`config.mk`:
```
export PLATFORM = sky130hd
export DESIGN_NAME = twin_prefetch
export DESIGN_NICKNAME = d
export VERILOG_FILES = /design/src/rtl/twin_prefetch.sv
export SDC_FILE = /design/constraint.sdc
export NUM_CORES = 1
export LEC_CHECK = 0
export BUFFER_PORTS_ARGS = -buffer_cell sky130_fd_sc_hd__buf_4
export CAP_MARGIN = 40
export CORE_ASPECT_RATIO = 0.8
export CORE_UTILIZATION = 40
export DETAILED_ROUTE_END_ITERATION = 10
export PLACE_DENSITY_LB_ADDON = 0.2
export SYNTH_ARGS = -nofsm -noshare
export SYNTH_HDL_FRONTEND = slang
export SYNTH_SLANG_ARGS = --single-unit
```
`constraint.sdc`:
```
create_clock -name clk -period 9.4 [get_ports clk]
set_input_delay 0 -clock clk [delete_from_list [all_inputs] [get_ports clk]]
set_output_delay 0 -clock clk [all_outputs]
set_load 0.03 [all_outputs]
```
`src/rtl/twin_prefetch.sv`:
```
module twin_prefetch #(
  parameter int AW = 32,
  parameter int DW = 32,
  parameter int DEPTH = 4,
  parameter logic [AW-1:0] RESET_ADDR = 'h100
) (
  input  logic          clk,
  input  logic          rst_n,
  output logic          mem_req_valid,
  input  logic          mem_req_ready,
  output logic [AW-1:0] mem_req_addr,
  output logic          mem_req_tgt,
  input  logic          mem_rsp_valid,
  input  logic [DW-1:0] mem_rsp_data,
  input  logic          br_detect,
  input  logic          br_cond,
  input  logic [AW-1:0] br_target,
  input  logic          br_resolve,
  input  logic          br_taken,
  output logic          dec_valid,
  input  logic          dec_ready,
  output logic [AW-1:0] dec_addr,
  output logic [DW-1:0] dec_data
);
  localparam int PW = (DEPTH > 1) ? $clog2(DEPTH) : 1;
  localparam int CW = $clog2(DEPTH + 1);
  localparam logic [CW:0] DEPC = (CW+1)'(DEPTH);
  localparam logic [AW-1:0] STEP = AW'(DW / 8);

  logic [AW-1:0]    q_addr [2][DEPTH];
  logic [DW-1:0]    q_data [2][DEPTH];
  logic [DEPTH-1:0] q_sh   [2];
  logic [PW-1:0]    rd_p   [2];
  logic [PW-1:0]    wr_p   [2];
  logic [CW-1:0]    cnt    [2];
  logic [AW-1:0]    fa     [2];

  logic pri, sec, pend, alt, inf_v, inf_q;
  logic [AW-1:0] inf_a;

  logic ev_det, ev_cond, ev_jmp, ev_res;
  logic rq, want, acc, land, kill, wr_en, wr_sh, pop, head_sh;
  logic [1:0] room, wq, pq, fq;

  assign sec     = ~pri;
  assign ev_det  = br_detect & ~pend;
  assign ev_cond = ev_det & br_cond;
  assign ev_jmp  = ev_det & ~br_cond;
  assign ev_res  = br_resolve & pend;

  always_comb begin
    logic [CW:0] occ;
    for (int q = 0; q < 2; q++) begin
      occ = {1'b0, cnt[q]} + {{CW{1'b0}}, inf_v & (inf_q == q[0])};
      room[q] = occ < DEPC;
    end
  end

  always_comb begin
    if (!pend) begin
      rq = pri;
      want = room[pri];
    end else if (room[pri] && room[sec]) begin
      rq = alt ? sec : pri;
      want = 1'b1;
    end else begin
      rq = room[sec] ? sec : pri;
      want = room[pri] | room[sec];
    end
  end

  assign mem_req_valid = want & ~br_detect & ~br_resolve;
  assign mem_req_addr  = fa[rq];
  assign mem_req_tgt   = rq ^ pri;
  assign acc           = mem_req_valid & mem_req_ready;

  assign land  = inf_v & mem_rsp_valid;
  assign kill  = (ev_res & (inf_q == (br_taken ? pri : sec))) | (ev_jmp & (inf_q == pri));
  assign wr_en = land & ~kill;
  assign wr_sh = (inf_q == pri) & ((pend & ~ev_res) | ev_cond);

  assign head_sh   = q_sh[pri][rd_p[pri]];
  assign dec_valid = (cnt[pri] != '0) & ~(pend & head_sh) & ~ev_res;
  assign dec_addr  = q_addr[pri][rd_p[pri]];
  assign dec_data  = q_data[pri][rd_p[pri]];
  assign pop       = dec_valid & dec_ready;

  always_comb begin
    for (int q = 0; q < 2; q++) begin
      wq[q] = wr_en & (inf_q == q[0]);
      pq[q] = pop & (pri == q[0]);
      fq[q] = ev_res & (br_taken ? (pri == q[0]) : (sec == q[0]));
    end
  end

  always_ff @(posedge clk) begin
    if (!rst_n) begin
      for (int q = 0; q < 2; q++) begin
        rd_p[q] <= '0;
        wr_p[q] <= '0;
        cnt[q]  <= '0;
        q_sh[q] <= '0;
      end
      fa[0] <= RESET_ADDR;
      fa[1] <= '0;
      pri   <= 1'b0;
      pend  <= 1'b0;
      alt   <= 1'b0;
      inf_v <= 1'b0;
      inf_q <= 1'b0;
      inf_a <= '0;
    end else begin
      for (int q = 0; q < 2; q++) begin
        if (wq[q]) begin
          q_addr[q][wr_p[q]] <= inf_a;
          q_data[q][wr_p[q]] <= mem_rsp_data;
          q_sh[q][wr_p[q]]   <= wr_sh;
        end
        if (ev_res && !br_taken && pri == q[0]) q_sh[q] <= '0;
        if (fq[q]) begin
          rd_p[q] <= '0;
          wr_p[q] <= '0;
          cnt[q]  <= '0;
        end else begin
          rd_p[q] <= rd_p[q] + PW'(pq[q]);
          wr_p[q] <= wr_p[q] + PW'(wq[q]);
          cnt[q]  <= cnt[q] + CW'(wq[q]) - CW'(pq[q]);
        end
        if (acc && rq == q[0])       fa[q] <= fa[q] + STEP;
        if (ev_cond && sec == q[0])  fa[q] <= br_target;
        if (ev_jmp && pri == q[0])   fa[q] <= br_target;
      end
      inf_v <= acc;
      if (acc) begin
        inf_q <= rq;
        inf_a <= fa[rq];
      end
      if (ev_cond) begin
        pend <= 1'b1;
        alt  <= 1'b1;
      end else if (acc && pend) begin
        alt <= (rq == pri);
      end
      if (ev_res) begin
        pend <= 1'b0;
        if (br_taken) pri <= sec;
      end
    end
  end

  p_fill_bound_r3: assert property (@(posedge clk) disable iff (!rst_n)
    ({1'b0, cnt[0]} <= DEPC) && ({1'b0, cnt[1]} <= DEPC));

  p_idle_seq_only_r2: assert property (@(posedge clk) disable iff (!rst_n)
    !pend |-> !(mem_req_valid && mem_req_tgt));

  p_event_quiet_r9: assert property (@(posedge clk) disable iff (!rst_n)
    (br_detect || br_resolve) |=> !inf_v);

  p_loser_flushed_r6: assert property (@(posedge clk) disable iff (!rst_n)
    (br_resolve && pend) |=> (cnt[~pri] == '0));

  p_stall_hold_r11: assert property (@(posedge clk) disable iff (!rst_n)
    (mem_req_valid && !mem_req_ready && !pend && !br_detect && !br_resolve)
      |=> (!mem_req_valid || mem_req_addr == $past(mem_req_addr)));
endmodule

```
==> impl_metrics.prom, run 1 <==
# TYPE chip_impl_metric gauge
chip_impl_info{name="run_status",value="finished, final reports clean"} 1
chip_impl_metric{name="synth_sequential_area_ratio",unit="%"} 71.8
chip_impl_info{name="timing.hold.worst.class",value="input port to flop"} 1
chip_impl_metric{name="grt-ovfl-total",unit=""} 0
chip_impl_metric{name="synth.lib_cells_used.distinct",unit=""} 55
chip_impl_metric{name="final_nets",unit=""} 1857
chip_impl_metric{name="power_density",unit="mW/mm2"} 201
chip_impl_metric{name="setup_total_negative_slack",unit="ns"} 0
chip_impl_metric{name="die_width",unit="um"} 287
chip_impl_metric{name="placeableCoreArea",unit="mm2"} 0.0643
chip_impl_metric{name="port_buffer_count",unit=""} 171
chip_impl_metric{name="power.leakage",unit="uW"} 0.0108
chip_impl_info{name="critical_path_class",value="flop to flop"} 1
chip_impl_metric{name="layout.filler_cells",unit=""} 5413
chip_impl_metric{name="syn-instance-count",unit=""} 1492
chip_impl_metric{name="largest_net_degree_at_the_start_of_global_routing",unit=""} 131
chip_impl_metric{name="chipHeight",unit="um"} 230
chip_impl_metric{name="setup_viol_count_final",unit=""} 0
chip_impl_metric{name="worst_clock_skew",unit="ns"} 0.0290
chip_impl_metric{name="worst_skew_pair.late_latency",unit="ns"} 0.63
chip_impl_metric{name="h-tree-depth",unit=""} 2
chip_impl_metric{name="synth.ff_latch_count",unit=""} 636
chip_impl_metric{name="finalHoldViolCount",unit=""} 0
chip_impl_metric{name="synthesis.area_per_instance",unit="um2"} 17.4
chip_impl_metric{name="routed_wire_length_per_instance",unit="um"} 21.9
chip_impl_info{name="setup.worst_path.end_class",value="flop"} 1
chip_impl_metric{name="dp_wirelength",unit="um"} 34900
chip_impl_metric{name="cts.sinks",unit=""} 636
chip_impl_metric{name="initial_utilization",unit="%"} 40.5
chip_impl_metric{name="gr-usage-all-layers",unit="%"} 17.8
chip_impl_metric{name="worst_slew_pin_slew",unit="ns"} 0.894
chip_impl_metric{name="via_count_of_the_first_global_routing_pass",unit=""} 14600
chip_impl_metric{name="final-max-slew-violation-count",unit=""} 0
chip_impl_info{name="synth.top_cells.by_area",value="edfxtp_1, mux4_2, dfxtp_1"} 1
chip_impl_metric{name="route.vias.total",unit=""} 14000
chip_impl_metric{name="routed_wirelength",unit="um"} 58500
chip_impl_metric{name="reg2reg_depth",unit=""} 14
chip_impl_metric{name="cts.reportedPaths.clkPinSlew",unit="ns"} 0.06
chip_impl_metric{name="hold-path-cell-count",unit=""} 5
chip_impl_metric{name="vias_per_cell",unit=""} 5.25
chip_impl_metric{name="design.portCount",unit=""} 172
chip_impl_metric{name="cts_inserted_buffers",unit=""} 60
chip_impl_metric{name="drt_iter0_drc",unit=""} 1024
chip_impl_metric{name="fp-row-count",unit=""} 83
chip_impl_metric{name="drt_pre_antenna_iters",unit=""} 5
chip_impl_metric{name="number_of_enable_type_register_cells_in_the_synthesized_netlist",unit=""} 594
chip_impl_metric{name="gpl.final_weighted_congestion",unit=""} 0.796
chip_impl_metric{name="netlist.area_leader.share",unit="%"} 68.5
chip_impl_info{name="clock_tree_from_tritoncts",value="built"} 1
chip_impl_metric{name="async_reset_ff_share",unit="%"} 0
chip_impl_metric{name="critical_path_required",unit="ns"} 9.73
chip_impl_metric{name="cts_post_setup_buffers_inserted",unit=""} 0
chip_impl_info{name="most-common-layout-cells",value="edfxtp_1, buf_4, nand2_1"} 1
chip_impl_metric{name="max-vdd-ir-drop",unit="mV"} 0.140
chip_impl_metric{name="post_layout_nonfiller_instances",unit=""} 2669
chip_impl_metric{name="final.period_utilization",unit="%"} 46.2
chip_impl_metric{name="final.hold.worst_slack",unit="ns"} 0.0702
chip_impl_metric{name="grt_antenna_before_repair",unit=""} 1
chip_impl_metric{name="remaining_drc_errors",unit=""} 0
chip_impl_metric{name="wl_met1",unit="um"} 27600
chip_impl_metric{name="areaGrowthSynthToFinish",unit="%"} 19.6
chip_impl_metric{name="numPlacedInstances",unit=""} 2488
chip_impl_metric{name="critPathArrivalTime",unit="ns"} 4.67
chip_impl_metric{name="synth_warn",unit=""} 0
chip_impl_metric{name="ant_nets",unit=""} 0
chip_impl_metric{name="total_die_area",unit="mm2"} 0.0661
chip_impl_info{name="layout_commonest_cell",value="edfxtp_1"} 1
chip_impl_metric{name="critPathMaxFanout",unit=""} 130
chip_impl_metric{name="maxCapViolCount",unit=""} 0
chip_impl_info{name="synth_area_leader_cell",value="edfxtp_1"} 1
chip_impl_info{name="start_kind",value="flop"} 1
chip_impl_info{name="clk_root_buffer_cell",value="clkbuf_16"} 1
chip_impl_metric{name="syn_area",unit="mm2"} 0.0260
chip_impl_metric{name="wl_met3",unit="um"} 2680
chip_impl_metric{name="achievable-frequency",unit="MHz"} 230
chip_impl_metric{name="drive_gt1_share",unit="%"} 28.8
chip_impl_metric{name="max_slew_margin",unit="%"} 40.4
chip_impl_metric{name="met2RoutedLength",unit="um"} 27400
chip_impl_info{name="ys.flop_type",value="edfxtp_1"} 1
chip_impl_info{name="rsz0062_at_grt",value="no"} 1
chip_impl_info{name="highest_layer",value="met4"} 1
chip_impl_metric{name="grt_first_pass_wirelength",unit="um"} 88900
chip_impl_metric{name="finalCriticalPeriod",unit="ns"} 4.34
chip_impl_metric{name="clock_tree.buffer_depth",unit=""} 3
[logic make-up after synthesis]
| group | synth area share [%] |
|---|---|
| compound gates | 3.68 |
| buf+inv | 1.66 |
| other cells | 0.0144 |
| mux | 14.3 |
| fa+ha+maj | 0.731 |
| flops | 71.8 |
| xor+xnor | 2.19 |
| simple gates | 5.64 |
[path summary, 6_finish.rpt]
check	from	slack, ns	endpoint
max reg2reg	flop	5.06	cnt[1][2]
max	flop	5.06	cnt[1][2]
min	dec_ready	0.07	rd_p[0][0]
min reg2reg	q_sh[1][3]	0.51	q_sh[1][3]
[area by class of cell]
class / count / area (um2) / area share (%)
timing repair buffer: 274 / 2290 / 7.35
tap: 850 / 1060 / 3.42
clock buffer: 72 / 1610 / 5.17
antenna: 1 / 2.50 / 0.00804
multi-input combinational: 779 / 7030 / 22.6
clock inverter: 38 / 367 / 1.18
sequential: 636 / 18700 / 60.0
inverter: 19 / 71.3 / 0.229
[where the power goes]
part	internal, uW	switching, uW
clock network	1400	1030
logic	266	353
registers	3150	66.4
total	4820	1450
[Yosys cell counts, types with 6 or more instances]
| cell | number |
|---|---|
| edfxtp_1 | 594 |
| nand2_1 | 190 |
| mux4_2 | 130 |
| o21ai_0 | 83 |
| mux2_2 | 65 |
| dfxtp_1 | 42 |
| nor2_1 | 42 |
| xor2_1 | 39 |
| buf_2 | 37 |
| a31oi_1 | 34 |
| xnor2_1 | 26 |
| nand3_1 | 23 |
| clkbuf_1 | 22 |
| inv_1 | 18 |
| and3_1 | 14 |
| and2_1 | 13 |
| o21ai_2 | 13 |
| ha_1 | 12 |
| nand4_1 | 12 |
| a21oi_1 | 9 |
| and4_1 | 7 |
| nor3_1 | 6 |
| nor4_1 | 6 |
| o21ai_1 | 6 |
[registers in the layout, indices dropped and copies added (netlist names), named ones only]
name    count
q_data    256
inf_v       1
pend        1
inf_q       1
wr_p        4
pri         1
q_addr    256
rd_p        4
q_sh        8
fa         64
inf_a      32
cnt         6
alt         1
[worst max-delay path, stage by stage (launching register included)]
cell and delay (ns):
dfxtp_4 0.72, mux2i_4 0.35, buf_12 0.60, mux4_2 0.41, mux2_2 0.27, a21oi_1 0.23
nand2_1 0.10, nor2_1 0.19, ha_1 0.27, inv_1 0.06, ha_1 0.13, inv_1 0.05
fa_1 0.38, xnor2_1 0.16, nor2_1 0.05
[stage by stage]
step                      area, um2  setup slack, ns  util, %  total power [uW]
after floorplan               26100             1.41        -              3640
after global placement        28400             5.11     44.1              3870
after detailed placement      28400             5.00     44.2              3880
after CTS                     31100             4.98     48.4              6340
after global routing          31100             4.75     48.4              6480
final                         31100             5.06     48.4              6270
[per-layer routing]
layer | track usage, % | up-vias
met2 | 28.0 | 322
met1 | 25.9 | 7226
met5 | 0 | -
met3 | 3.08 | 63
met4 | 3.79 | 0
li1 | - | 6414
[what timing repair did]
action	CTS	global route
hold endpoints to repair	354	0
gates resized for setup	0	0
hold buffers	70	0
Power figures use the tool's default switching activity.
==> inputs of run 2 (changes only) <==
==> constraint.sdc (replaced) <==
create_clock -name clk -period 3.65 [get_ports clk]
set_input_delay 0 -clock clk [delete_from_list [all_inputs] [get_ports clk]]
set_output_delay 0 -clock clk [all_outputs]
set_load 0.03 [all_outputs]
==> run 2 against run 1 <==
Combinational power increased to 2.6 times the previous value. Setup slack got worse by 4.8 ns. Final cell count increased by 0.71%. Largest power group unchanged. Register-to-register slack got worse by 4.5 ns.
==> impl_metrics.prom, run 2 (synthesized netlist as in run 1, its figures left out) <==
# TYPE chip_impl_metric gauge
chip_impl_metric{name="port_buffer_count",unit=""} 171
chip_impl_metric{name="cts.sinks",unit=""} 636
chip_impl_metric{name="vias_per_cell",unit=""} 5.22
chip_impl_metric{name="routed_wire_length_per_instance",unit="um"} 22.0
chip_impl_metric{name="areaGrowthSynthToFinish",unit="%"} 21.0
chip_impl_metric{name="report.power.total",unit="uW"} 16500
chip_impl_metric{name="ant_nets",unit=""} 0
chip_impl_metric{name="finalCriticalPeriod",unit="ns"} 3.41
chip_impl_info{name="most-common-layout-cells",value="edfxtp_1, buf_4, nand2_1"} 1
chip_impl_info{name="critPathMostFrequentCell",value="buf_4"} 1
chip_impl_metric{name="gr-usage-all-layers",unit="%"} 18.1
chip_impl_info{name="critPathSlowestCell",value="buf_4"} 1
chip_impl_info{name="critical_path.top_delay_family",value="buffers and inverters"} 1
chip_impl_metric{name="cts_inserted_buffers",unit=""} 66
chip_impl_metric{name="cts.reportedPaths.clkPinSlew",unit="ns"} 0.06
chip_impl_metric{name="h-tree-depth",unit=""} 3
chip_impl_metric{name="critPathArrivalTime",unit="ns"} 3.41
chip_impl_metric{name="final.period_utilization",unit="%"} 93.3
chip_impl_info{name="setup.worst_path.end_class",value="output port"} 1
chip_impl_metric{name="routed_wirelength",unit="um"} 59100
chip_impl_metric{name="drt_pre_antenna_iters",unit=""} 5
chip_impl_metric{name="finalHoldViolCount",unit=""} 0
chip_impl_metric{name="cp_num_buf_inv",unit=""} 3
chip_impl_metric{name="final_core_utilization",unit="%"} 49.0
chip_impl_metric{name="remaining_drc_errors",unit=""} 0
chip_impl_metric{name="gpl.final_weighted_congestion",unit=""} 0.773
chip_impl_metric{name="fp-row-count",unit=""} 83
chip_impl_metric{name="cts.repair.resized",unit=""} 0
chip_impl_info{name="rsz0062_at_grt",value="no"} 1
chip_impl_metric{name="drt_iter0_drc",unit=""} 947
chip_impl_metric{name="numPlacedInstances",unit=""} 2499
chip_impl_metric{name="route.vias.total",unit=""} 14000
chip_impl_info{name="clock_tree_from_tritoncts",value="built"} 1
chip_impl_metric{name="setup_viol_count_final",unit=""} 0
chip_impl_metric{name="dp_wirelength",unit="um"} 35500
chip_impl_metric{name="grt_antenna_before_repair",unit=""} 0
chip_impl_metric{name="regArea",unit="mm2"} 0.0187
chip_impl_metric{name="die_width",unit="um"} 287
chip_impl_info{name="run_status",value="finished, final reports clean"} 1
chip_impl_metric{name="grt_first_pass_wirelength",unit="um"} 89700
chip_impl_metric{name="final-max-slew-violation-count",unit=""} 0
chip_impl_metric{name="via_count_of_the_first_global_routing_pass",unit=""} 14700
chip_impl_metric{name="initial_utilization",unit="%"} 40.5
chip_impl_metric{name="grt-ovfl-total",unit=""} 0
chip_impl_metric{name="worst_skew_pair.late_latency",unit="ns"} 0.60
chip_impl_info{name="clk_root_buffer_cell",value="clkbuf_16"} 1
chip_impl_metric{name="total_die_area",unit="mm2"} 0.0661
chip_impl_info{name="critical_path_class",value="flop to output port"} 1
chip_impl_metric{name="max_slew_margin",unit="%"} 43.4
chip_impl_metric{name="achievable-frequency",unit="MHz"} 294
chip_impl_metric{name="chipHeight",unit="um"} 230
chip_impl_metric{name="worst_slew_pin_slew",unit="ns"} 0.849
chip_impl_metric{name="critPathMaxFanout",unit=""} 46
chip_impl_metric{name="drive_gt1_share",unit="%"} 29.3
chip_impl_metric{name="worst_clock_skew",unit="ns"} 0.0166
chip_impl_metric{name="max-vdd-ir-drop",unit="mV"} 0.285
chip_impl_metric{name="placeableCoreArea",unit="mm2"} 0.0643
chip_impl_metric{name="power.leakage",unit="uW"} 0.0109
chip_impl_metric{name="multi_input_area",unit="mm2"} 0.00707
chip_impl_metric{name="final_nets",unit=""} 1875
chip_impl_metric{name="critPathMaxStageDelay",unit="ns"} 0.69
chip_impl_metric{name="layout.filler_cells",unit=""} 5420
chip_impl_info{name="timing.hold.worst.class",value="input port to flop"} 1
chip_impl_metric{name="design.portCount",unit=""} 172
chip_impl_metric{name="setup_total_negative_slack",unit="ns"} 0
chip_impl_metric{name="maxCapViolCount",unit=""} 0
chip_impl_metric{name="clock_tree.buffer_depth",unit=""} 3
chip_impl_info{name="start_kind",value="flop"} 1
chip_impl_metric{name="post_layout_nonfiller_instances",unit=""} 2688
chip_impl_info{name="layout_commonest_cell",value="edfxtp_1"} 1
chip_impl_metric{name="critical_path_required",unit="ns"} 3.65
chip_impl_info{name="path_cells",value="mux2i_4 -> buf_4 -> buf_4 -> mux4_2 -> mux2_2 -> buf_4"} 1
chip_impl_metric{name="largest_net_degree_at_the_start_of_global_routing",unit=""} 50
chip_impl_metric{name="power_density",unit="mW/mm2"} 523
## run 2: cell types whose count changed in the layout (fill, tap and decap cells not counted), sizes merged
cell / change
buf: +11
bufinv: -1
clkbuf: +13
clkinv: -6
clkinvlp: -1
dlygate4sd3: +1
inv: +2
## run 2: layer usage
| layer | up-vias | GRT usage, % | routed length [um] | share of wire [%] |
|---|---|---|---|---|
| met2 | 303 | 27.9 | 27300 | 46 |
| li1 | 6473 | - | - | - |
| met1 | 7182 | 26.3 | 28200 | 48 |
| met3 | 82 | 3.59 | 2560 | 4.3 |
| met5 | - | 0 | 0 | 0 |
| met4 | 0 | 4.42 | 1100 | 1.9 |
## run 2: what timing repair did
| action | 4_1_cts | 5_1_grt |
|---|---|---|
| buffers inserted | 0 | 0 |
| hold buffers | 71 | 0 |
| endpoints found under the hold margin | 335 | 0 |
## run 2: power by group
group	leakage [uW]	switching [uW]	total (uW)	internal, uW
logic	0.00386	912	1610	693
registers	0.00606	165	8270	8100
clock network	0.00102	2750	6610	3860
total	0.0109	3830	16500	12700
## run 2: metrics by stage
stage	instance area, um2	hold slack, ns	setup slack (ns)
6_report	31500	0.0384	0.245
5_1_grt	31500	0.0557	0.0378
3_5_place_dp	28700	0.236	0.539
3_3_place_gp	28600	0.234	0.617
4_1_cts	31500	0.00244	0.166
2_1_floorplan	26100	0.0989	-0.906
## run 2: path summary, 6_finish.rpt
kind / slack (ns) / depth (start not counted) / from / endpoint
worst max-delay path: 0.24 / 6 / rd_p[1][1] / dec_data[8]
worst min-delay path: 0.04 / 4 / br_detect / inf_a[0]
worst max register to register: 0.55 / 13 / rd_p[1][1] / cnt[1][2]
worst min register to register: 0.50 / 2 / q_sh[1][2] / q_sh[1][2]
## run 2: worst reg2reg max path, cell delays in order, from the launching register on
cell      delay, ns
edfxtp_1       0.44
mux2i_4        0.22
mux4_2         0.33
mux2_2         0.28
a21oi_1        0.22
nand2_1        0.10
nor2_1         0.16
ha_1           0.26
inv_1          0.06
ha_1           0.13
inv_1          0.05
fa_1           0.37
xnor2_1        0.16
nor2_1         0.05
## run 2: layout make-up
cell class | instances | area share (%)
antenna | 1 | 0.00794
clock buffer | 85 | 5.60
inverter | 19 | 0.226
clock inverter | 32 | 1.09
multi-input combinational | 779 | 22.4
sequential | 636 | 59.3
timing repair buffer | 286 | 7.95
tap | 850 | 3.38
==> inputs of run 3 (changes only) <==
--- a/config.mk
+++ b/config.mk
@@ -10,7 +10,7 @@
 export CORE_ASPECT_RATIO = 0.8
 export CORE_UTILIZATION = 40
 export DETAILED_ROUTE_END_ITERATION = 10
-export PLACE_DENSITY_LB_ADDON = 0.2
+export PLACE_DENSITY = 0.64
 export SYNTH_ARGS = -nofsm -noshare
 export SYNTH_HDL_FRONTEND = slang
 export SYNTH_SLANG_ARGS = --single-unit
==> run 3 against run 2 <==
Final cell count down 0.15%. Largest cell class unchanged. Clock skew increased by 0.0049 ns. Critical path type unchanged. Clock-buffer cell count down 17. Clock power decreased by 3.3%. Core utilization fell by 0.082 points. First-iteration DRC count is 16% higher.
==> impl_metrics.prom, run 3 (synthesized netlist as in run 1, its figures left out) <==
# TYPE chip_impl_metric gauge
chip_impl_info{name="path_cells",value="mux2i_4 -> buf_4 -> buf_6 -> mux4_2 -> mux2_2 -> buf_4"} 1
chip_impl_metric{name="gpl.final_weighted_congestion",unit=""} 0.821
chip_impl_metric{name="routed_wirelength",unit="um"} 58500
chip_impl_metric{name="dpl_cell_area",unit="mm2"} 0.0287
chip_impl_metric{name="worst_clock_skew",unit="ns"} 0.0216
chip_impl_info{name="critPathSlowestCell",value="buf_6"} 1
chip_impl_metric{name="report.power.total",unit="uW"} 16300
chip_impl_metric{name="design.portCount",unit=""} 172
chip_impl_metric{name="worst_slack",unit="ns"} 0.315
chip_impl_metric{name="dp_wirelength",unit="um"} 36500
chip_impl_metric{name="placeableCoreArea",unit="mm2"} 0.0643
chip_impl_metric{name="fp-row-count",unit=""} 83
chip_impl_metric{name="finalHoldViolCount",unit=""} 0
chip_impl_metric{name="cts_post_setup_buffers_inserted",unit=""} 0
chip_impl_metric{name="setup_viol_count_final",unit=""} 0
chip_impl_metric{name="power_density",unit="mW/mm2"} 517
chip_impl_metric{name="die_width",unit="um"} 287
chip_impl_metric{name="h-tree-depth",unit=""} 2
chip_impl_metric{name="ant_nets",unit=""} 0
chip_impl_info{name="most-common-layout-cells",value="edfxtp_1, buf_4, nand2_1"} 1
chip_impl_metric{name="routed_wire_length_per_instance",unit="um"} 21.8
chip_impl_metric{name="drt_iter0_drc",unit=""} 1103
chip_impl_metric{name="grt-ovfl-total",unit=""} 0
chip_impl_info{name="run_status",value="finished, final reports clean"} 1
chip_impl_info{name="clock_tree_from_tritoncts",value="built"} 1
chip_impl_metric{name="final-max-slew-violation-count",unit=""} 0
chip_impl_metric{name="drt_pre_antenna_iters",unit=""} 5
chip_impl_metric{name="cts_inserted_buffers",unit=""} 59
chip_impl_info{name="critical_path_class",value="flop to output port"} 1
chip_impl_metric{name="chipHeight",unit="um"} 230
chip_impl_metric{name="gr-usage-all-layers",unit="%"} 17.8
chip_impl_metric{name="critPathMaxStageDelay",unit="ns"} 0.55
chip_impl_metric{name="grt_first_pass_wirelength",unit="um"} 89300
chip_impl_metric{name="finalCriticalPeriod",unit="ns"} 3.34
chip_impl_metric{name="final.period_utilization",unit="%"} 91.4
chip_impl_info{name="critical_path.top_delay_family",value="buffers and inverters"} 1
chip_impl_metric{name="vias_per_cell",unit=""} 5.29
chip_impl_metric{name="critical_path_required",unit="ns"} 3.65
chip_impl_info{name="setup.worst_path.end_class",value="output port"} 1
chip_impl_metric{name="cts.reportedPaths.clkPinSlew",unit="ns"} 0.07
chip_impl_info{name="rsz0062_at_grt",value="no"} 1
chip_impl_metric{name="worst_slew_pin_slew",unit="ns"} 0.690
chip_impl_metric{name="power.leakage",unit="uW"} 0.0109
chip_impl_metric{name="areaGrowthSynthToFinish",unit="%"} 20.8
chip_impl_metric{name="cts.sinks",unit=""} 636
chip_impl_metric{name="clock_tree.buffer_depth",unit=""} 3
chip_impl_metric{name="critPathMaxFanout",unit=""} 62
chip_impl_metric{name="max_slew_margin",unit="%"} 53.7
chip_impl_metric{name="post_layout_nonfiller_instances",unit=""} 2684
chip_impl_metric{name="max-vdd-ir-drop",unit="mV"} 0.322
chip_impl_metric{name="total_die_area",unit="mm2"} 0.0661
chip_impl_info{name="critPathMostFrequentCell",value="buf_4"} 1
chip_impl_metric{name="critPathArrivalTime",unit="ns"} 3.34
chip_impl_metric{name="port_buffer_count",unit=""} 171
chip_impl_metric{name="grt_antenna_before_repair",unit=""} 0
chip_impl_metric{name="initial_utilization",unit="%"} 40.5
chip_impl_metric{name="largest_net_degree_at_the_start_of_global_routing",unit=""} 66
chip_impl_metric{name="remaining_drc_errors",unit=""} 0
chip_impl_metric{name="drive_gt1_share",unit="%"} 29.6
chip_impl_metric{name="numPlacedInstances",unit=""} 2500
chip_impl_metric{name="final_core_utilization",unit="%"} 48.9
chip_impl_metric{name="route.vias.total",unit=""} 14200
chip_impl_metric{name="achievable-frequency",unit="MHz"} 300
chip_impl_metric{name="via_count_of_the_first_global_routing_pass",unit=""} 14700
chip_impl_metric{name="worst_skew_pair.late_latency",unit="ns"} 0.64
chip_impl_metric{name="layout.cell_area.non_filler",unit="mm2"} 0.0314
chip_impl_info{name="timing.hold.worst.class",value="input port to flop"} 1
chip_impl_metric{name="layout.filler_cells",unit=""} 5316
chip_impl_info{name="clk_root_buffer_cell",value="clkbuf_16"} 1
chip_impl_metric{name="cp_num_buf_inv",unit=""} 3
chip_impl_metric{name="final_nets",unit=""} 1870
chip_impl_info{name="start_kind",value="flop"} 1
chip_impl_metric{name="maxCapViolCount",unit=""} 0
chip_impl_metric{name="post-place-ws",unit="ns"} 0.425
chip_impl_info{name="layout_commonest_cell",value="edfxtp_1"} 1
-- run 3: layer usage --
| metal | share of wire [%] | routed length [um] | global-route usage (%) | up-vias |
|---|---|---|---|---|
| li1 | - | - | - | 6444 |
| met1 | 46 | 27000 | 25.8 | 7317 |
| met2 | 48 | 27900 | 28.4 | 370 |
| met3 | 4.6 | 2720 | 2.83 | 63 |
| met4 | 1.6 | 932 | 3.94 | 0 |
| met5 | 0 | 0 | 0 | - |
-- run 3: path summary, 6_finish.rpt --
| check | slack [ns] | cells after the start | startpoint | endpoint |
|---|---|---|---|---|
| setup / recovery | 0.31 | 6 | flop | dec_data[31] |
| hold / removal | 0.04 | 4 | br_detect | inf_a[5] |
| setup reg to reg | 0.38 | 13 | flop | cnt[0][2] |
| hold reg to reg | 0.52 | 2 | q_sh[1][1] | q_sh[1][1] |
-- run 3: power breakdown --
group          leakage, uW  internal (uW)  switching [uW]  total, uW
registers          0.00606           8100             170       8270
clock network     0.000972           3640            2750       6390
logic              0.00388            697             908       1610
-- run 3: cell type report --
class	instances	area [um2]	share of cell area [%]
Multi-Input combinational cell	779	7070	22.5
Antenna cell	1	2.50	0.00796
Inverter	19	71.3	0.227
Clock inverter	43	507	1.61
Tap cell	850	1060	3.38
Timing Repair Buffer	288	2540	8.09
Sequential cell	636	18700	59.4
Clock buffer	68	1510	4.80
-- run 3: timing repair --
item / in CTS / in global routing
resized for setup: 0 / 2
endpoints found under the setup margin: 0 / 42
hold endpoints to repair: 361 / 0
hold buffers: 72 / 0
-- run 3: stage by stage --
| stage | hold slack [ns] | TNS, ns |
|---|---|---|
| finish | 0.0440 | 0 |
| global route | 0.0731 | 0 |
| CTS | 0.0239 | 0 |
| detailed placement | 0.237 | 0 |
| global placement | 0.230 | 0 |
| floorplan | 0.0989 | -115.99 |
-- run 3: worst reg2reg max path: stages, from the launching register on --
cell and delay (ns):
dfxtp_4 0.49, mux2i_4 0.32, mux4_2 0.32, mux2_2 0.28
a21oi_1 0.22, nand2_1 0.10, nor2_1 0.18, ha_1 0.26
inv_1 0.06, ha_1 0.14, inv_1 0.05, fa_1 0.37
xnor2_1 0.16, nor2_1 0.06
